`config.mk`:
```
export PLATFORM = sky130hd
export DESIGN_NAME = cmdseq
export DESIGN_NICKNAME = d
export VERILOG_FILES = /design/src/rtl/cmdseq.sv
export SDC_FILE = /design/constraint.sdc
export NUM_CORES = 1
export LEC_CHECK = 0
export BUFFER_PORTS_ARGS = -buffer_cell sky130_fd_sc_hd__buf_4
export CELL_PAD_IN_SITES_DETAIL_PLACEMENT = 0
export CELL_PAD_IN_SITES_GLOBAL_PLACEMENT = 1
export CORE_MARGIN = 2
export CORE_UTILIZATION = 38
export DETAILED_ROUTE_END_ITERATION = 16
export PLACE_DENSITY = 0.8
export SLEW_MARGIN = 10
export SYNTH_ARGS = -nofsm -noshare
export SYNTH_HDL_FRONTEND = slang
export SYNTH_SLANG_ARGS = --single-unit
```
`constraint.sdc`:
```
create_clock -name clk -period 2.9 [get_ports clk]
set_clock_uncertainty 0.1 [all_clocks]
set_input_delay 0.435 -clock clk [delete_from_list [all_inputs] [get_ports clk]]
set_output_delay 0.435 -clock clk [all_outputs]
set_load 0.03 [all_outputs]
```
`src/rtl/cmdseq.sv`:
```
module cmdseq #(
  parameter int AW = 12,
  parameter int RW = 8,
  parameter int CW = 8,
  parameter int TW = 16
) (
  input  logic          clk,
  input  logic          rst_n,
  input  logic [1:0]    start_i,
  input  logic [AW-1:0] base0_i,
  input  logic [AW-1:0] base1_i,
  input  logic [TW-1:0] tmo0_i,
  input  logic [TW-1:0] tmo1_i,
  input  logic [CW-1:0] cond_i,
  output logic          mem_req_o,
  output logic          mem_we_o,
  output logic [AW-1:0] mem_addr_o,
  output logic [31:0]   mem_wdata_o,
  input  logic          mem_valid_i,
  input  logic [31:0]   mem_rdata_i,
  output logic          reg_we_o,
  output logic [RW-1:0] reg_addr_o,
  output logic [31:0]   reg_wdata_o,
  input  logic [31:0]   reg_rdata_i,
  output logic [1:0]    en_o,
  output logic [1:0]    late_o,
  output logic [1:0]    irq_o,
  output logic [1:0]    tmo_o,
  output logic [1:0]    err_o
);
  localparam logic [3:0] OP_STOP  = 4'b0000;
  localparam logic [3:0] OP_PAUSE = 4'b0010;
  localparam logic [3:0] OP_LATE  = 4'b0011;
  localparam logic [3:0] OP_INT   = 4'b0110;
  localparam logic [3:0] OP_LOAD  = 4'b1000;
  localparam logic [3:0] OP_STORE = 4'b1010;
  localparam logic [3:0] OP_MASK  = 4'b1100;

  typedef enum logic [2:0] {S_IDLE, S_FETCH, S_DEC, S_ARG, S_PAUSE, S_WR} st_t;

  st_t               state;
  logic              cur;
  logic [1:0][AW-1:0] pc;
  logic [31:0]       ir, aux;
  logic [RW-1:0]     raddr;
  logic [7:0]        left;
  logic [TW-1:0]     cnt;
  logic [1:0]        en, late, irq, tmo, err;

  wire [3:0]    op      = ir[31:28];
  wire [TW-1:0] tmo_cur = cur ? tmo1_i : tmo0_i;
  wire          unused_bits = ^{ir[25:24], ir[15:8]};

  function automatic logic cond_ok(input logic [31:0] w, input logic [CW-1:0] c);
    logic [CW-1:0] sel;
    logic hit;
    sel = w[CW-1:0];
    hit = w[27] ? |(c & sel) : &(c | ~sel);
    return hit ^ w[26];
  endfunction

  wire cok = cond_ok(ir, cond_i);

  always_ff @(posedge clk) begin
    if (!rst_n) begin
      state <= S_IDLE;
      cur   <= 1'b0;
      pc    <= '0;
      ir    <= '0;
      aux   <= '0;
      raddr <= '0;
      left  <= '0;
      cnt   <= '0;
      en    <= '0;
      late  <= '0;
      irq   <= '0;
      tmo   <= '0;
      err   <= '0;
    end else begin
      for (int t = 0; t < 2; t++) begin
        if (start_i[t] && !en[t]) begin
          pc[t]   <= (t == 0) ? base0_i : base1_i;
          en[t]   <= 1'b1;
          late[t] <= 1'b0;
          irq[t]  <= 1'b0;
          tmo[t]  <= 1'b0;
          err[t]  <= 1'b0;
        end
      end
      case (state)
        S_IDLE: begin
          if (en[0]) begin
            cur   <= 1'b0;
            state <= S_FETCH;
          end else if (en[1]) begin
            cur   <= 1'b1;
            state <= S_FETCH;
          end
        end
        S_FETCH: begin
          if (mem_valid_i) begin
            ir      <= mem_rdata_i;
            pc[cur] <= pc[cur] + AW'(1);
            state   <= S_DEC;
          end
        end
        S_DEC: begin
          state <= S_IDLE;
          raddr <= ir[RW-1:0];
          case (op)
            OP_STOP:  en[cur] <= 1'b0;
            OP_PAUSE: begin
              cnt   <= '0;
              state <= S_PAUSE;
            end
            OP_LATE:  if (cok) late[cur] <= 1'b1;
            OP_INT:   if (cok) irq[cur] <= 1'b1;
            OP_LOAD: begin
              if (ir[23:16] == 8'd0) begin
                err[cur] <= 1'b1;
                en[cur]  <= 1'b0;
              end else begin
                left  <= ir[23:16];
                state <= S_ARG;
              end
            end
            OP_STORE: state <= S_ARG;
            OP_MASK: begin
              left  <= 8'd2;
              state <= S_ARG;
            end
            default: begin
              err[cur] <= 1'b1;
              en[cur]  <= 1'b0;
            end
          endcase
        end
        S_ARG: begin
          if (mem_valid_i) begin
            pc[cur] <= pc[cur] + AW'(1);
            if (op == OP_LOAD) begin
              raddr <= raddr + RW'(1);
              left  <= left - 8'd1;
              if (left == 8'd1) state <= S_IDLE;
            end else if (op == OP_STORE) begin
              aux   <= mem_rdata_i;
              state <= S_WR;
            end else begin
              if (left == 8'd2) begin
                aux  <= mem_rdata_i;
                left <= 8'd1;
              end else begin
                state <= S_IDLE;
              end
            end
          end
        end
        S_PAUSE: begin
          if (cok) begin
            state <= S_IDLE;
          end else if (cnt == tmo_cur) begin
            tmo[cur] <= 1'b1;
            state    <= S_IDLE;
          end else begin
            cnt <= cnt + TW'(1);
          end
        end
        S_WR:    state <= S_IDLE;
        default: state <= S_IDLE;
      endcase
    end
  end

  assign mem_req_o   = (state == S_FETCH) || (state == S_ARG);
  assign mem_we_o    = (state == S_WR);
  assign mem_addr_o  = (state == S_WR) ? aux[AW-1:0] : pc[cur];
  assign mem_wdata_o = reg_rdata_i;
  assign reg_addr_o  = raddr;
  assign reg_we_o    = (state == S_ARG) && mem_valid_i &&
                       ((op == OP_LOAD) || ((op == OP_MASK) && (left == 8'd1)));
  assign reg_wdata_o = (op == OP_MASK) ? ((reg_rdata_i & ~aux) | (mem_rdata_i & aux))
                                       : mem_rdata_i;
  assign en_o   = en;
  assign late_o = late;
  assign irq_o  = irq;
  assign tmo_o  = tmo;
  assign err_o  = err;

  a_r13_req_we_excl: assert property (@(posedge clk) disable iff (!rst_n)
    !(mem_req_o && mem_we_o));
  a_r13_req_hold: assert property (@(posedge clk) disable iff (!rst_n)
    mem_req_o && !mem_valid_i |=> mem_req_o && $stable(mem_addr_o));
  a_r9_we_needs_data: assert property (@(posedge clk) disable iff (!rst_n)
    reg_we_o |-> mem_req_o && mem_valid_i);

  for (genvar g = 0; g < 2; g++) begin : g_chk
    a_r12_err_stops: assert property (@(posedge clk) disable iff (!rst_n)
      $rose(err_o[g]) |-> !en_o[g]);
    a_r6_tmo_from_pause: assert property (@(posedge clk) disable iff (!rst_n)
      $rose(tmo_o[g]) |-> $past(state) == S_PAUSE);
    a_r7_late_from_dec: assert property (@(posedge clk) disable iff (!rst_n)
      $rose(late_o[g]) |-> $past(state) == S_DEC && $past(op) == OP_LATE);
  end
endmodule

```
==> reports/metrics.cfg, run 1 <==
[global_route]
antenna_found_initial=0
grt_max_degree=88
grt_pass1_vias=6789
grt.total_usage=0.2060
grt_overflow_total=0
grt_pass1_wl_um=35660

[clock_network]
root_buffer=clkbuf_16
cts.sinks=124
post_cts_buffers=0
holdBufCountCts=0
numCtsBuffers=17
cts_tree=done
clock_latency_ps=420
cts_resized=0
htreeDepth=4
clk_pin_slew_ps=50
cts_buffer_depth=2

[yosys]
synth-seq-area-share=0.3285
synth_top_cell_by_area=dfxtp_1
synth_nets=1067
synth_edf_count=0
yosys.cell_types.count=64
async_flop_share=0
synth_cells=928
ys.flop_type=dfxtp_1
syn_area_per_cell_sq_um=8.144
synthTopCellsByArea=dfxtp_1 (33%), mux2i_1 (9.9%), nand2_1 (7.4%)
synth_top_area_share=0.3285
syn_area_sq_um=7557
synth-seq-cells=124
ys_warn_count=0

[power_and_ir_drop]
max-vdd-ir-drop_uv=331.7
p_per_area_nw_per_um2=538.0
p_leak_nw=4.033

[sta]
fin_crit_sh=0.9413
fmax_ghz=0.3663
whs_ps=173.4
hold_viol=0
tightest_slew_ps=1002
finalMaxSlewViolations=0
min_period_ps=2730
fin_tns_setup_ps=0
slew_headroom=0.3318
setup_viol=0
rsz0062_at_grt=false

[worst_setup_path]
worstPathMaxFanout=16
worstSetupPathType=flip-flop to primary output
cp_data_arrival_time_ps=2190
cp_cell_sequence=nor2b_1, nand2_1, buf_4, nor2_1, mux2_2, buf_4
worstPathRequired_ps=2370
critPathCaptureType=primary output
critPathMaxStageDelay_ps=390
cp-start-kind=flip-flop
critPathSlowestCell=dfxtp_1
path_common_cell=buf_4

[placement]
gp_congestion=0.8782
dp_hpwl_um=16340
port-buffer-count=229

[route]
firstDrtPassIters=5
wire_per_inst_um=15.75
wirelength_um=21860
dr.first_iter.drc_count=486
drcViolationCount=0
routed_via_density=5.127
vias=7116
drt.antenna.violating_nets=0

[floorplan]
initial_utilization=0.3883
fp.dieH_um=145.0
core_area_sq_um=19460
die_x_um=145.0
row_count=51
pin_count=230
fp.dieArea_sq_um=21030

[min_path]
holdCritPathClass=primary input to flip-flop

[status]
status=complete, no violations

[layout]
fin_nets=1249
diodes=0
syn2layout_area_growth_pct=30.45
nFillCells=1869
drive_gt1_frac=0.2930

[job]
cap_violations=0

worst paths after layout:
path | start | to | slack, ps | cells after the start
setup / recovery | ir[29] | reg_wdata_o[4] | 170 | 6
hold / removal | mem_rdata_i[1] | aux[1] | 170 | 3
setup reg to reg | cur | pc[22] | 400 | 8
hold reg to reg | late_o[0] | late_o[0] | 360 | 2
worst max-delay path, delay by kind of cell (launching register included):
kind	cells	cell delay, ps
simple gates	3	640
flops	1	390
buf+inv	2	390
mux	1	350
sequential cells by signal, summed over array words and instances (netlist names):
register and count:
left 8, ir 22, state 3, cnt 16, reg_addr_o 8, irq_o 2, pc 24, err_o 2
aux 32, en_o 2, cur 1, late_o 2, tmo_o 2
cells in the final DEF (no fill, tap or decap), types with 4 or more instances in the layout:
master     Yosys  routed
a211oi_1       4       4
a21boi_0      25      25
a21oi_1       41      41
a22oi_1        8       8
a311oi_1       8       8
a31o_2         4       4
a31oi_1        4       4
and2_1         6       6
and3_1        11      11
and4_1         4       4
buf_4         32     250
clkbuf_16      0      17
clkbuf_8       0       6
dfxtp_1      124     123
ha_1           6       6
inv_1         13      13
mux2_2        35      35
mux2i_1       75      75
nand2_1      148     148
nand2b_1      18      18
nand3_1       39      39
nand4_1       14      14
nor2_1        86      86
nor2b_1       43      43
nor3_1         4       4
nor4_1        18      18
o211a_1        8       8
o21ai_0       20      20
xnor2_1       22      22
xor2_1         5       5
cell families after synthesis:
| kind of cell | Yosys count | synth area share |
|---|---|---|
| muxes | 110 | 0.1515 |
| and+or+nand+nor | 405 | 0.2573 |
| buffers and inverters | 102 | 0.07931 |
| AOI/OAI and AO/OA | 153 | 0.1401 |
| xor gates and xnor gates | 28 | 0.03344 |
| adders and majority gates | 6 | 0.009934 |
| DFF | 124 | 0.3285 |
metrics by stage:
| step | setup WS [ps] | utilization | cells | instance area [sq um] | total power, mW |
|---|---|---|---|---|---|
| floorplan | 667.4 | - | 928 | 7557 | 2.688 |
| finish | 170.2 | 0.5065 | 1388 | 9858 | 5.303 |
| CTS | 26.41 | 0.5064 | 1388 | 9856 | 5.351 |
| global placement | 336.9 | 0.4743 | 1356 | 9231 | 3.112 |
| detailed placement | 249.9 | 0.4743 | 1356 | 9231 | 3.115 |
| global route | 20.40 | 0.5065 | 1388 | 9858 | 5.540 |
cell usage after synthesis (14+ instances only):
library cell  instances
nand4_1              14
xnor2_1              22
buf_4                32
nand2b_1             18
clkbuf_1             35
a21boi_0             25
dfxtp_1             124
nand3_1              39
mux2i_1              75
nor2_1               86
mux2_2               35
a21oi_1              41
nand2_1             148
o21ai_0              20
nor2b_1              43
nor4_1               18
cell type report:
cell class              instances  area [sq um]  area share
clock inverters                 6         105.1     0.01066
well taps                     265         331.6     0.03363
multi-input cells             702          4483      0.4548
flip-flops and latches        124          2486      0.2522
inverters                      15         56.30    0.005711
repair buffers                250          1877      0.1904
clock buffers                  26         519.2     0.05267
routing by layer:
layer | share of wire | up-vias | track usage | routed length (um)
met5 | 0 | - | 0 | 0
li1 | - | 3575 | - | -
met3 | 0.060 | 33 | 0.04748 | 1318
met4 | 0.027 | 0 | 0.07723 | 597
met1 | 0.46 | 3257 | 0.2785 | 10140
met2 | 0.45 | 251 | 0.3200 | 9802
report_power, final:
part	internal [mW]	total (mW)	switching (mW)
clock	1.48	2.23	0.743
sequential	1.79	1.88	0.0983
combinational	0.509	1.19	0.684
total	3.78	5.30	1.52
Power figures use the tool's default switching activity.
==> run 2, diff against run 1 <==
--- a/config.mk
+++ b/config.mk
@@ -5,12 +5,12 @@
 export SDC_FILE = /design/constraint.sdc
 export NUM_CORES = 1
 export LEC_CHECK = 0
-export BUFFER_PORTS_ARGS = -buffer_cell sky130_fd_sc_hd__buf_4
 export CELL_PAD_IN_SITES_DETAIL_PLACEMENT = 0
 export CELL_PAD_IN_SITES_GLOBAL_PLACEMENT = 1
 export CORE_MARGIN = 2
-export CORE_UTILIZATION = 38
+export CORE_UTILIZATION = 47
 export DETAILED_ROUTE_END_ITERATION = 16
+export DONT_BUFFER_PORTS = 1
 export PLACE_DENSITY = 0.8
 export SLEW_MARGIN = 10
 export SYNTH_ARGS = -nofsm -noshare
==> reports/metrics.cfg, run 2 (synthesis results as in run 1) <==
[global_route]
met1_usage=0.3197  ; +0.04120
grt.total_usage=0.2311  ; +0.02506
grt_pass1_wl_um=30830  ; -14%
grt_overflow_total=0  ; unchanged
antenna_found_initial=0  ; unchanged
gr-max-usage-layer=met2
grt_pass1_vias=5828  ; -14%
use_met3=0.05782  ; +0.01033
globalRouteMet2Util=0.3646  ; +0.04458
grt_max_degree=90  ; +2.3%

[power_and_ir_drop]
p_int_mw=3.342  ; -12%
clockPowerShare=0.418  ; -0.002
max-vdd-ir-drop_uv=396.4  ; +20%
p_per_area_nw_per_um2=583.3  ; +8.4%
seq_power_share=0.399  ; +0.044
swShare=0.2986  ; +0.01115
combPwrFrac=0.184  ; -0.041
p_switching_mw=1.422  ; -6.7%
p_leak_nw=2.965  ; -26%

[worst_setup_path]
worstPathMaxFanout=21  ; +5
cp_data_arrival_time_ps=2120  ; -70 ps
critPathMaxStageDelay_ps=500  ; +110 ps
worstSetupPathType=flip-flop to primary output
path_common_cell=buf_4
critPathSlowestCell=nand3_1
critPathCaptureType=primary output
worstPathRequired_ps=2370  ; about the same
cp-start-kind=flip-flop
crit_family=buffers and inverters
cp_cell_sequence=inv_1, nand3_1, buf_4, a21oi_1, buf_4
critPathBufInv=3  ; +1

[floorplan]
pin_count=230  ; unchanged
fp.dieH_um=130.8  ; -9.8%
fp.dieArea_sq_um=17110  ; -19%
die_x_um=130.8  ; -9.8%
initial_utilization=0.4775  ; +0.08917
core_area_sq_um=15830  ; -19%
row_count=46  ; -9.8%

[route]
dr.first_iter.drc_count=466  ; -4.1%
wirelength_um=19620  ; -10%
firstDrtPassIters=5  ; unchanged
drt.antenna.violating_nets=0  ; unchanged
routed_via_density=5.648  ; +10%
wire_per_inst_um=17.42  ; +11%
vias=6360  ; -11%
drcViolationCount=0  ; unchanged

[sta]
fmax_ghz=0.3766  ; +2.8%
rsz0062_at_grt=false
fin_crit_sh=0.9158  ; -0.02555
min_period_ps=2656  ; -74.11 ps
tightest_slew_ps=996.2  ; -6.091 ps
fin_tns_setup_ps=0  ; unchanged
setup_viol=0  ; unchanged
slew_headroom=0.3359  ; +0.004061
finalMaxSlewViolations=0  ; unchanged
hold_viol=0  ; unchanged

[layout]
final_common_cell=nand2_1
final_cell_mix=nand2_1 (148), dfxtp_1 (123), nor2_1 (86), mux2i_1 (75), nor2b_1 (43)
drive_gt1_frac=0.1275  ; -0.1655
reg_top3=aux: 32 flops, pc: 24 flops, ir: 22 flops
syn2layout_area_growth_pct=8.079
fin_nets=1036  ; -17%
largest_register_ffs=32  ; unchanged
diodes=0  ; unchanged
regMostFlops=aux
final_cells=1126  ; -19%

[job]
cap_violations=0  ; unchanged

[clock_network]
numCtsBuffers=17  ; unchanged
root_buffer=clkbuf_16
post_cts_buffers=0  ; unchanged
clock_latency_ps=410  ; about the same
htreeDepth=4  ; unchanged
cts_resized=0  ; unchanged
cts_tree=done
cts.sinks=124  ; unchanged
clk_pin_slew_ps=60  ; about the same
holdBufCountCts=0  ; unchanged
cts_buffer_depth=2  ; unchanged

[placement]
dp_hpwl_um=14190  ; -13%
dpl.cell_count=1094  ; -19%
gp_congestion=0.8670  ; -1.3%
port-buffer-count=0  ; -100%

[min_path]
holdCritPathClass=primary input to flip-flop

[status]
status=complete, no violations

run 2: changes by cell type in the layout (fill, tap and decap cells not counted):
| cell | previous run | this run |
|---|---|---|
| clkbuf_8 | 6 | 2 |
| buf_12 | 0 | 3 |
| clkinvlp_4 | 0 | 4 |
| clkinv_4 | 0 | 2 |
| bufinv_16 | 3 | 1 |
| buf_4 | 250 | 34 |
run 2: power groups by stage:
stage	clock [mW]	combinational [mW]	sequential (mW)
finish	1.99	0.875	1.90
global route	2.13	0.967	1.91
CTS	2.03	0.877	1.90
detailed placement	0	0.876	1.93
global placement	0	0.874	1.94
floorplan	0	0.798	1.89
run 2: metal layers:
| metal | vias up | share of wire | wire length [um] |
|---|---|---|---|
| li1 | 3165 | - | - |
| met1 | 2970 | 0.47 | 9256 |
| met4 | 0 | 0.0099 | 194 |
| met2 | 211 | 0.45 | 8910 |
| met3 | 14 | 0.064 | 1258 |
| met5 | - | 0 | 0 |
run 2: path summary, 6_finish.rpt:
path / from / end / slack, ps / depth (start not counted)
min: rst_n / aux[9] / 60 / 1
max: state[1] / mem_addr_o[10] / 240 / 5
min reg2reg: ir[27] / ir[27] / 370 / 2
max reg2reg: cur / pc[22] / 500 / 7
run 2: through the flow:
stage | instance area (sq um) | setup WS (ps) | power [mW] | hold slack (ps) | util
floorplan | 7557 | 667.4 | 2.688 | 325.6 | -
global placement | 7609 | 390.8 | 2.809 | 354.7 | 0.4807
detailed placement | 7609 | 352.1 | 2.811 | 354.8 | 0.4807
CTS | 8165 | 113.4 | 4.810 | 35.22 | 0.5159
global route | 8168 | 38.75 | 5.012 | 29.40 | 0.5160
finish | 8168 | 244.3 | 4.764 | 61.78 | 0.5160
run 2: layout make-up:
class	count	area (sq um)
fillers	1555	7660
multi-input cells	702	4483
flip-flops and latches	124	2486
clock buffers	22	464.2
repair buffers	37	315.3
well taps	216	270.3
clock inverters	10	92.59
inverters	15	56.30
